==> src/rtl/wdog_pkg.sv <==
package wdog_pkg;
  localparam int unsigned ADDR_W   = 4;
  localparam int unsigned CODE_W   = 4;
  localparam int unsigned CODE_MAX = (1 << CODE_W) - 1;

  localparam logic [ADDR_W-1:0] OFS_CTRL  = 4'h0;
  localparam logic [ADDR_W-1:0] OFS_RANGE = 4'h4;
  localparam logic [ADDR_W-1:0] OFS_COUNT = 4'h8;
  localparam logic [ADDR_W-1:0] OFS_KICK  = 4'hC;

  localparam int unsigned KICK_WORD = 32'h0000_0076;

  typedef enum logic {
    RESP_RESET     = 1'b0,
    RESP_IRQ_FIRST = 1'b1
  } resp_mode_e;

  typedef struct packed {
    logic              valid;
    logic [CODE_W-1:0] code;
  } load_req_t;
endpackage

==> src/rtl/wdog_regs.sv <==
module wdog_regs
  import wdog_pkg::*;
#(
  parameter int unsigned DATA_W = 32
) (
  input  logic                  clk,
  input  logic                  rst_n,
  input  logic                  bus_sel,
  input  logic                  bus_wr,
  input  logic [ADDR_W-1:0]     bus_addr,
  input  logic [DATA_W-1:0]     bus_wdata,
  input  logic [DATA_W-1:0]     count_word,
  output logic [DATA_W-1:0]     bus_rdata,
  output logic                  en,
  output resp_mode_e            mode,
  output logic [CODE_W-1:0]     reload_code,
  output load_req_t             load_req,
  output logic                  restart
);
  logic              en_q, en_d;
  resp_mode_e        mode_q, mode_d;
  logic [2*CODE_W-1:0] range_q, range_d;
  logic              ctrl_ce, range_ce;

  logic wr_ctrl, wr_range, wr_kick;
  logic kick_ok, range_reload, start;

  always_comb begin
    wr_ctrl  = bus_sel && bus_wr && (bus_addr == OFS_CTRL);
    wr_range = bus_sel && bus_wr && (bus_addr == OFS_RANGE);
    wr_kick  = bus_sel && bus_wr && (bus_addr == OFS_KICK);

    start        = wr_ctrl && bus_wdata[0] && !en_q;
    kick_ok      = wr_kick && en_q && (bus_wdata == DATA_W'(KICK_WORD));
    range_reload = wr_range && en_q;

    ctrl_ce  = wr_ctrl;
    range_ce = wr_range;
    en_d     = en_q || bus_wdata[0];
    mode_d   = resp_mode_e'(bus_wdata[1]);
    range_d  = bus_wdata[2*CODE_W-1:0];
  end

  always_ff @(posedge clk or negedge rst_n) begin
    if (!rst_n) begin
      en_q    <= 1'b0;
      mode_q  <= RESP_RESET;
    end else if (ctrl_ce) begin
      en_q    <= en_d;
      mode_q  <= mode_d;
    end
  end

  always_ff @(posedge clk or negedge rst_n) begin
    if (!rst_n)        range_q <= '0;
    else if (range_ce) range_q <= range_d;
  end

  always_comb begin
    load_req = '0;
    if (start) begin
      load_req.valid = 1'b1;
      load_req.code  = range_q[2*CODE_W-1:CODE_W];
    end else if (range_reload) begin
      load_req.valid = 1'b1;
      load_req.code  = bus_wdata[CODE_W-1:0];
    end else if (kick_ok) begin
      load_req.valid = 1'b1;
      load_req.code  = range_q[CODE_W-1:0];
    end
  end

  always_comb begin
    bus_rdata = '0;
    if (bus_sel && !bus_wr) begin
      unique case (bus_addr)
        OFS_CTRL:  bus_rdata = DATA_W'({mode_q, en_q});
        OFS_RANGE: bus_rdata = DATA_W'(range_q);
        OFS_COUNT: bus_rdata = count_word;
        default:   bus_rdata = '0;
      endcase
    end
  end

  assign en          = en_q;
  assign mode        = mode_q;
  assign reload_code = range_q[CODE_W-1:0];
  assign restart     = kick_ok || range_reload;

  // enable can only be cleared by hardware reset
  a_r5_enable_sticky: assert property (@(posedge clk) disable iff (!rst_n)
    en_q |=> en_q);
  // a restart word other than the magic value causes no load
  a_r4_bad_kick_ignored: assert property (@(posedge clk) disable iff (!rst_n)
    (wr_kick && bus_wdata != DATA_W'(KICK_WORD)) |-> !load_req.valid);
endmodule

==> src/rtl/wdog_counter.sv <==
module wdog_counter
  import wdog_pkg::*;
#(
  parameter int unsigned BASE_EXP = 16,
  localparam int unsigned CNT_W   = BASE_EXP + CODE_MAX
) (
  input  logic              clk,
  input  logic              rst_n,
  input  logic              en,
  input  load_req_t         load_req,
  input  logic [CODE_W-1:0] reload_code,
  output logic [CNT_W-1:0]  cnt,
  output logic              expire
);
  logic [CNT_W-1:0] cnt_q, cnt_d;
  logic             cnt_ce;

  function automatic logic [CNT_W-1:0] span_max(input logic [CODE_W-1:0] code);
    span_max = {CNT_W{1'b1}} >> (CODE_W'(CODE_MAX) - code);
  endfunction

  always_comb begin
    expire = en && !load_req.valid && (cnt_q == '0);
    cnt_ce = load_req.valid || en;
    if (load_req.valid)  cnt_d = span_max(load_req.code);
    else if (expire)     cnt_d = span_max(reload_code);
    else                 cnt_d = cnt_q - 1'b1;
  end

  always_ff @(posedge clk or negedge rst_n) begin
    if (!rst_n)      cnt_q <= '0;
    else if (cnt_ce) cnt_q <= cnt_d;
  end

  assign cnt = cnt_q;

  // a running, non-reloaded count drops by exactly one
  a_r3_decrement: assert property (@(posedge clk) disable iff (!rst_n)
    (en && !load_req.valid && cnt_q != '0) |=> (cnt_q == $past(cnt_q) - 1'b1));
  // disabled timer holds zero
  a_r2_idle_zero: assert property (@(posedge clk) disable iff (!rst_n)
    !en |-> (cnt_q == '0));
  // an expiry reloads a non-zero period
  a_r7_reload_on_expiry: assert property (@(posedge clk) disable iff (!rst_n)
    expire |=> (cnt_q != '0));
endmodule

==> src/rtl/wdog_response.sv <==
module wdog_response
  import wdog_pkg::*;
#(
  parameter int unsigned RST_PULSE = 8,
  localparam int unsigned PW       = $clog2(RST_PULSE + 1)
) (
  input  logic       clk,
  input  logic       rst_n,
  input  logic       expire,
  input  resp_mode_e mode,
  input  logic       restart,
  output logic       irq_o,
  output logic       sys_rst_o
);
  logic          irq_q, irq_d;
  logic [PW-1:0] pulse_q, pulse_d;
  logic          fire, irq_ce, pulse_ce;

  always_comb begin
    fire     = expire && ((mode == RESP_RESET) || irq_q);
    irq_ce   = restart || (expire && mode == RESP_IRQ_FIRST);
    irq_d    = !restart;
    pulse_ce = fire || (pulse_q != '0);
    pulse_d  = fire ? PW'(RST_PULSE) : pulse_q - 1'b1;
  end

  always_ff @(posedge clk or negedge rst_n) begin
    if (!rst_n)      irq_q <= 1'b0;
    else if (irq_ce) irq_q <= irq_d;
  end

  always_ff @(posedge clk or negedge rst_n) begin
    if (!rst_n)        pulse_q <= '0;
    else if (pulse_ce) pulse_q <= pulse_d;
  end

  assign irq_o     = irq_q;
  assign sys_rst_o = (pulse_q != '0);

  // direct mode expiry starts the reset pulse next cycle
  a_r8_direct_reset: assert property (@(posedge clk) disable iff (!rst_n)
    (expire && mode == RESP_RESET) |=> sys_rst_o);
  // first expiry in interrupt mode warns only
  a_r9_first_strike_irq: assert property (@(posedge clk) disable iff (!rst_n)
    (expire && mode == RESP_IRQ_FIRST && !irq_o) |=> irq_o);
  // second strike resets
  a_r9_second_strike_reset: assert property (@(posedge clk) disable iff (!rst_n)
    (expire && mode == RESP_IRQ_FIRST && irq_o) |=> sys_rst_o);
  // restart clears the warning
  a_r10_restart_clears: assert property (@(posedge clk) disable iff (!rst_n)
    restart |=> !irq_o);
endmodule

==> src/rtl/wdog_guard_top.sv <==
module wdog_guard_top
  import wdog_pkg::*;
#(
  parameter int unsigned BASE_EXP  = 16,
  parameter int unsigned RST_PULSE = 8,
  parameter int unsigned DATA_W    = 32
) (
  input  logic              clk,
  input  logic              rst_n,
  input  logic              bus_sel,
  input  logic              bus_wr,
  input  logic [3:0]        bus_addr,
  input  logic [DATA_W-1:0] bus_wdata,
  output logic [DATA_W-1:0] bus_rdata,
  output logic              irq_o,
  output logic              sys_rst_o
);
  localparam int unsigned CNT_W = BASE_EXP + CODE_MAX;

  logic [1:0]         rst_sync_q;
  logic               rst_core_n;
  logic               en, expire, restart;
  resp_mode_e         mode;
  logic [CODE_W-1:0]  reload_code;
  load_req_t          load_req;
  logic [CNT_W-1:0]   cnt;
  logic [DATA_W-1:0]  count_word;

  always_ff @(posedge clk or negedge rst_n) begin
    if (!rst_n) rst_sync_q <= 2'b00;
    else        rst_sync_q <= {rst_sync_q[0], 1'b1};
  end
  assign rst_core_n = rst_sync_q[1];

  assign count_word = DATA_W'(cnt);

  wdog_regs #(.DATA_W(DATA_W)) u_regs (
    .clk         (clk),
    .rst_n       (rst_core_n),
    .bus_sel     (bus_sel),
    .bus_wr      (bus_wr),
    .bus_addr    (bus_addr),
    .bus_wdata   (bus_wdata),
    .count_word  (count_word),
    .bus_rdata   (bus_rdata),
    .en          (en),
    .mode        (mode),
    .reload_code (reload_code),
    .load_req    (load_req),
    .restart     (restart)
  );

  wdog_counter #(.BASE_EXP(BASE_EXP)) u_counter (
    .clk         (clk),
    .rst_n       (rst_core_n),
    .en          (en),
    .load_req    (load_req),
    .reload_code (reload_code),
    .cnt         (cnt),
    .expire      (expire)
  );

  wdog_response #(.RST_PULSE(RST_PULSE)) u_resp (
    .clk       (clk),
    .rst_n     (rst_core_n),
    .expire    (expire),
    .mode      (mode),
    .restart   (restart),
    .irq_o     (irq_o),
    .sys_rst_o (sys_rst_o)
  );
endmodule

==> config.mk <==
export PLATFORM = sky130hd
export DESIGN_NAME = wdog_guard_top
export DESIGN_NICKNAME = d
export VERILOG_FILES = /design/src/rtl/wdog_pkg.sv /design/src/rtl/wdog_regs.sv /design/src/rtl/wdog_counter.sv /design/src/rtl/wdog_response.sv /design/src/rtl/wdog_guard_top.sv
export SDC_FILE = /design/constraint.sdc
export NUM_CORES = 1
export LEC_CHECK = 0
export CORE_ASPECT_RATIO = 1.1
export CORE_MARGIN = 3
export CORE_UTILIZATION = 50
export DETAILED_ROUTE_END_ITERATION = 10
export HOLD_SLACK_MARGIN = 0.06
export PLACE_DENSITY = 0.87
export RECOVER_POWER = 25
export SETUP_SLACK_MARGIN = 0.4
export SYNTH_ARGS = -nofsm -noshare
export SYNTH_HDL_FRONTEND = slang
export SYNTH_HIERARCHICAL = 1
export SYNTH_SLANG_ARGS = --single-unit
==> constraint.sdc <==
create_clock -name clk -period 2.37 [get_ports clk]
set_clock_uncertainty 0.05 [all_clocks]
set_input_delay 0.474 -clock clk [delete_from_list [all_inputs] [get_ports clk]]
set_output_delay 0.474 -clock clk [all_outputs]
set_load 0.05 [all_outputs]
==> impl_metrics.json, run 1 <==
{
  "status": "stopped before the end",
  "stop_stage": "global routing (5_1_grt)",
  "error_line": "[ERROR DPL-0038] Utilization greater than 100%, impossible to legalize",
  "ys_ff_latch": 48,
  "post-place-cells": 622,
  "num_rows": 31,
  "die_h_um": 93.4,
  "initial_core_util": 0.521,
  "avgSynthCellArea_um2": 8.58,
  "die_w_um": 85.5,
  "synth_cell_types": 72,
  "cts-hold-fix-buffers": 0,
  "htreeDepth": 2,
  "cts-root-buf": "clkbuf_8",
  "synth-async-reset-ratio": 1.00,
  "synth_ff_type": "dfrtp_1",
  "syn-cell-area_um2": 3480,
  "numCtsBuffers": 5,
  "grt-worst-endpoint": "bus_rdata[27]",
  "syn_nets": 448,
  "worstEpCategory": "top-level output",
  "dp_hpwl_um": 9200,
  "clk_path_buf_depth": 2,
  "synth_cells": 405,
  "ys_seq_area_frac": 0.346,
  "portBuffers": 72,
  "grt_start_max_net_pins": 25,
  "io_pins": 74,
  "synth_edf_count": 0,
  "cts_sinks": 48,
  "yosysWarnings": 6,
  "gp_congestion": 1.05
}
[cell families after synthesis]
family / synth area share
buffers and inverters: 0.0439
muxes: 0.0472
AOI/OAI and AO/OA: 0.185
and+or+nand+nor: 0.335
xor gates and xnor gates: 0.0302
DFF: 0.346
other: 0.00216
adders and majority gates: 0.0108
[Yosys cell counts, types with 3 or more instances]
library cell / count / area, um^2
mux2i_1: 4 / 40.0
a21oi_1: 21 / 105
buf_4: 5 / 37.5
buf_2: 7 / 35.0
dfrtp_1: 48 / 1200
a31oi_1: 3 / 18.8
nand3_1: 13 / 65.1
a2bb2oi_1: 5 / 43.8
inv_1: 8 / 30.0
a211oi_1: 3 / 22.5
nand4_1: 8 / 50.1
a22oi_1: 11 / 82.6
and3_1: 7 / 43.8
and2_1: 27 / 169
nor4_1: 9 / 56.3
nor2b_1: 4 / 25.0
nor4_4: 5 / 106
ha_1: 3 / 37.5
xnor2_1: 6 / 52.6
nor3_1: 12 / 60.1
mux2_1: 5 / 56.3
nand2b_1: 4 / 25.0
a31o_2: 3 / 26.3
nand2_1: 38 / 143
mux2_2: 6 / 67.6
xor2_1: 6 / 52.6
or4_4: 3 / 33.8
or3_1: 3 / 18.8
nor2_1: 43 / 161
clkbuf_1: 8 / 30.0
o211ai_1: 3 / 22.5
o21ai_0: 23 / 115
[through the flow]
step | cell area (um^2) | utilization | setup WS (ps)
after floorplan | 3720 | - | -188
after global placement | 5350 | 0.802 | -572
after detailed placement | 5350 | 0.802 | -693
after CTS | 6240 | 0.936 | -185
[timing repair]
action,4_1_cts
resized for setup,195
hold endpoints to repair,0
pin swaps,82
setup endpoints to repair,69
buffers inserted,37
gates cloned,4
==> inputs of run 2 (changes only) <==
--- a/config.mk
+++ b/config.mk
@@ -5,14 +5,11 @@
 export SDC_FILE = /design/constraint.sdc
 export NUM_CORES = 1
 export LEC_CHECK = 0
-export CORE_ASPECT_RATIO = 1.1
 export CORE_MARGIN = 3
-export CORE_UTILIZATION = 50
+export CORE_UTILIZATION = 35
 export DETAILED_ROUTE_END_ITERATION = 10
-export HOLD_SLACK_MARGIN = 0.06
-export PLACE_DENSITY = 0.87
+export PLACE_DENSITY_LB_ADDON = 0.15
 export RECOVER_POWER = 25
-export SETUP_SLACK_MARGIN = 0.4
 export SYNTH_ARGS = -nofsm -noshare
 export SYNTH_HDL_FRONTEND = slang
 export SYNTH_HIERARCHICAL = 1
==> run 2 against run 1 <==
Synthesized cell count unchanged. The flow now finishes, with violations (setup timing). Area after synthesis unchanged.
==> impl_metrics.json, run 2 <==
{
  "status": "finished, violations left",
  "violations": "setup timing",
  "p_leak_nw": 2.50,
  "post-place-cells": 684,
  "synth_cells": 405,
  "wl_um": 12400,
  "fin_cells": 707,
  "grt_pass1_vias": 3790,
  "fin_util": 0.625,
  "die_w_um": 106,
  "antenna_left": 0,
  "final_cell_mix": "buf_4 (95), dfrtp_1 (48), nor2_1 (40)",
  "grt_overflow": 0,
  "numCtsBuffers": 5,
  "cp_slowest_stage_delay_ps": 570,
  "nFillCells": 848,
  "yosysWarnings": 6,
  "antenna_found_initial": 0,
  "drive_gt1_frac": 0.479,
  "crit_chain": "buf_8 > or4b_4 > nor2b_4 > buf_12 > buf_16 > buf_8 > and2_4 > buf_12",
  "hold_class": "reg2reg",
  "cp_data_arrival_time_ps": 1940,
  "worstMarginPinSlew_ps": 1050,
  "cp-end-kind": "primary output",
  "diodes": 0,
  "io_pins": 74,
  "coreArea_um2": 9460,
  "synth_edf_count": 0,
  "die_area_um2": 11200,
  "syn-cell-area_um2": 3480,
  "synth_area_leaders": "dfrtp_1 (35%), and2_1 (4.9%), nor2_1 (4.6%)",
  "cp.required_ps": 1850,
  "syn_nets": 448,
  "rsz0062_at_grt": "yes",
  "fin_crit_ps": 2460,
  "relSlewSlack": 0.299,
  "yosys.area.top_type": "dfrtp_1",
  "clk_pin_slew_ps": 90,
  "power_frac_clock": 0.192,
  "grtUsageTotal": 0.221,
  "cts_sinks": 48,
  "portBuffers": 72,
  "grt_pass1_wl_um": 19700,
  "viasPerCell": 5.48,
  "htreeDepth": 2,
  "dp_hpwl_um": 9380,
  "p_seq_frac": 0.436,
  "synth_cell_types": 72,
  "ys_ff_latch": 48,
  "hold_viol_final": 0,
  "clock.fmax_mhz": 406,
  "swShare": 0.367,
  "critPathKind": "in2out",
  "setup_ws_ps": -93.9,
  "setup_viol": 23,
  "critPathMaxFanout": 6,
  "ir_drop_uv": 299,
  "die_h_um": 106,
  "area_growth_pct": 70.0,
  "vias": 3874,
  "wire_per_inst_um": 17.6,
  "largest_reg_flops": 31,
  "synth-async-reset-ratio": 1.00,
  "gp_congestion": 0.914,
  "drcViolationCount": 0,
  "ys_seq_area_frac": 0.346,
  "cts_tree": "built",
  "synth_ff_type": "dfrtp_1",
  "avgSynthCellArea_um2": 8.58,
  "p_int_w": 0.00161,
  "p_comb_frac": 0.372,
  "clk_path_buf_depth": 2,
  "maxCapViolCount": 0,
  "initial_core_util": 0.367,
  "num_rows": 35,
  "p_sw_w": 0.000934,
  "cts-root-buf": "clkbuf_8",
  "power.total_w": 0.00255,
  "synth_top_area_share": 0.346,
  "power_density_nw_per_um2": 431,
  "path_delay_family": "simple AND/OR/NAND/NOR gates",
  "clock_latency_ps": 300,
  "cp_slowest_cell": "or4b_4",
  "nets": 620,
  "synth.most_common_cell": "dfrtp_1",
  "path_buf_inv": 5,
  "finalCritPeriodShare": 1.04,
  "drv_slew": 0,
  "dr.first_iter.drc_count": 292,
  "layout_commonest_cell": "buf_4",
  "grt_start_max_net_pins": 25,
  "cp-start-kind": "input port",
  "firstDrtPassIters": 5,
  "synth_common_cells": "dfrtp_1 (48), nor2_1 (43), nand2_1 (38)"
}
run 2: cell counts after synthesis:
No cell type changed its count.
run 2: worst reg2reg max path, stage by stage (launching register included):
cell      delay, ps
dfrtp_1         430
and3_4          200
and3_4          170
nand3_2          80
nand2_2          80
nand2b_4        160
nor4_4          250
nand3_4         220
buf_6           190
o31a_2          110
o211ai_1        220
o211ai_1        130
run 2: timing repair:
item,4_1_cts,5_1_grt
gates cloned,3,0
endpoints found under the setup margin,66,64
pin swaps,44,14
resized for setup,125,49
buffers inserted,11,5
hold buffers,0,0
run 2: cell type report:
type / instances / area, um^2 / share of cell area
Multi-Input combinational cell: 326 / 2450 / 0.414
Timing Repair Buffer: 187 / 1980 / 0.335
Sequential cell: 48 / 1200 / 0.203
Tap cell: 129 / 161 / 0.0273
Clock buffer: 6 / 72.6 / 0.0123
Inverter: 9 / 36.3 / 0.00614
Clock inverter: 2 / 12.5 / 0.00212
run 2: per-stage QoR:
stage | worst slack [ps] | setup TNS, ps | area (um^2) | hold slack (ps)
final | -93.9 | -1280 | 5910 | 311
after detailed placement | -742 | -37110 | 5430 | 230
after global placement | -699 | -33940 | 5430 | 225
after floorplan | -188 | -2510 | 3580 | 128
after global routing | -135 | -3400 | 5910 | 318
after CTS | -203 | -3380 | 5800 | 238
run 2: layer usage:
| layer | vias to the layer above | global-route usage | part of all wire |
|---|---|---|---|
| li1 | 1830 | - | - |
| met1 | 1874 | 0.290 | 0.42 |
| met2 | 156 | 0.388 | 0.51 |
| met3 | 14 | 0.0294 | 0.061 |
| met4 | 0 | 0.0444 | 0.013 |
| met5 | - | 0 | 0 |
run 2: worst paths after layout:
| check | from | endpoint | slack (ps) | cells past startpoint |
|---|---|---|---|---|
| max reg2reg | u_regs/en$_DFFE_PN0N_ | u_counter/cnt[30]$_DFFE_PN0P_ | -60 | 11 |
| max in group asynchronous | rst_sync_q[1]$_DFF_PN0_ | u_counter/cnt[23]$_DFFE_PN0P_ | 1200 | 1 |
| min | rst_sync_q[0]$_DFF_PN0_ | rst_sync_q[1]$_DFF_PN0_ | 310 | 0 |
| min reg2reg | rst_sync_q[0]$_DFF_PN0_ | rst_sync_q[1]$_DFF_PN0_ | 310 | 0 |
| min in group asynchronous | rst_n | rst_sync_q[0]$_DFF_PN0_ | 340 | 1 |
| max | bus_addr[0] | bus_rdata[18] | -90 | 8 |
run 2: kinds of logic (layout without fill, tap and decap cells):
logic type / Yosys count / count (layout) / share of synthesized area
other: 2 / 2 / 0.00216
adders and majority gates: 3 / 3 / 0.0108
DFF: 48 / 48 / 0.346
xor gates and xnor gates: 12 / 12 / 0.0302
AOI/OAI and AO/OA: 95 / 95 / 0.185
muxes: 15 / 15 / 0.0472
and+or+nand+nor: 199 / 199 / 0.335
buffers and inverters: 31 / 204 / 0.0439
run 2: power by group through the flow:
stage	clock [W]	combinational, W	sequential, W
floorplan	0	0.000450	0.00111
global placement	0	0.000881	0.00112
detailed placement	0	0.000892	0.00112
CTS	0.000513	0.000910	0.00111
global route	0.000543	0.00103	0.00113
finish	0.000490	0.000946	0.00111
Power figures use the tool's default switching activity.
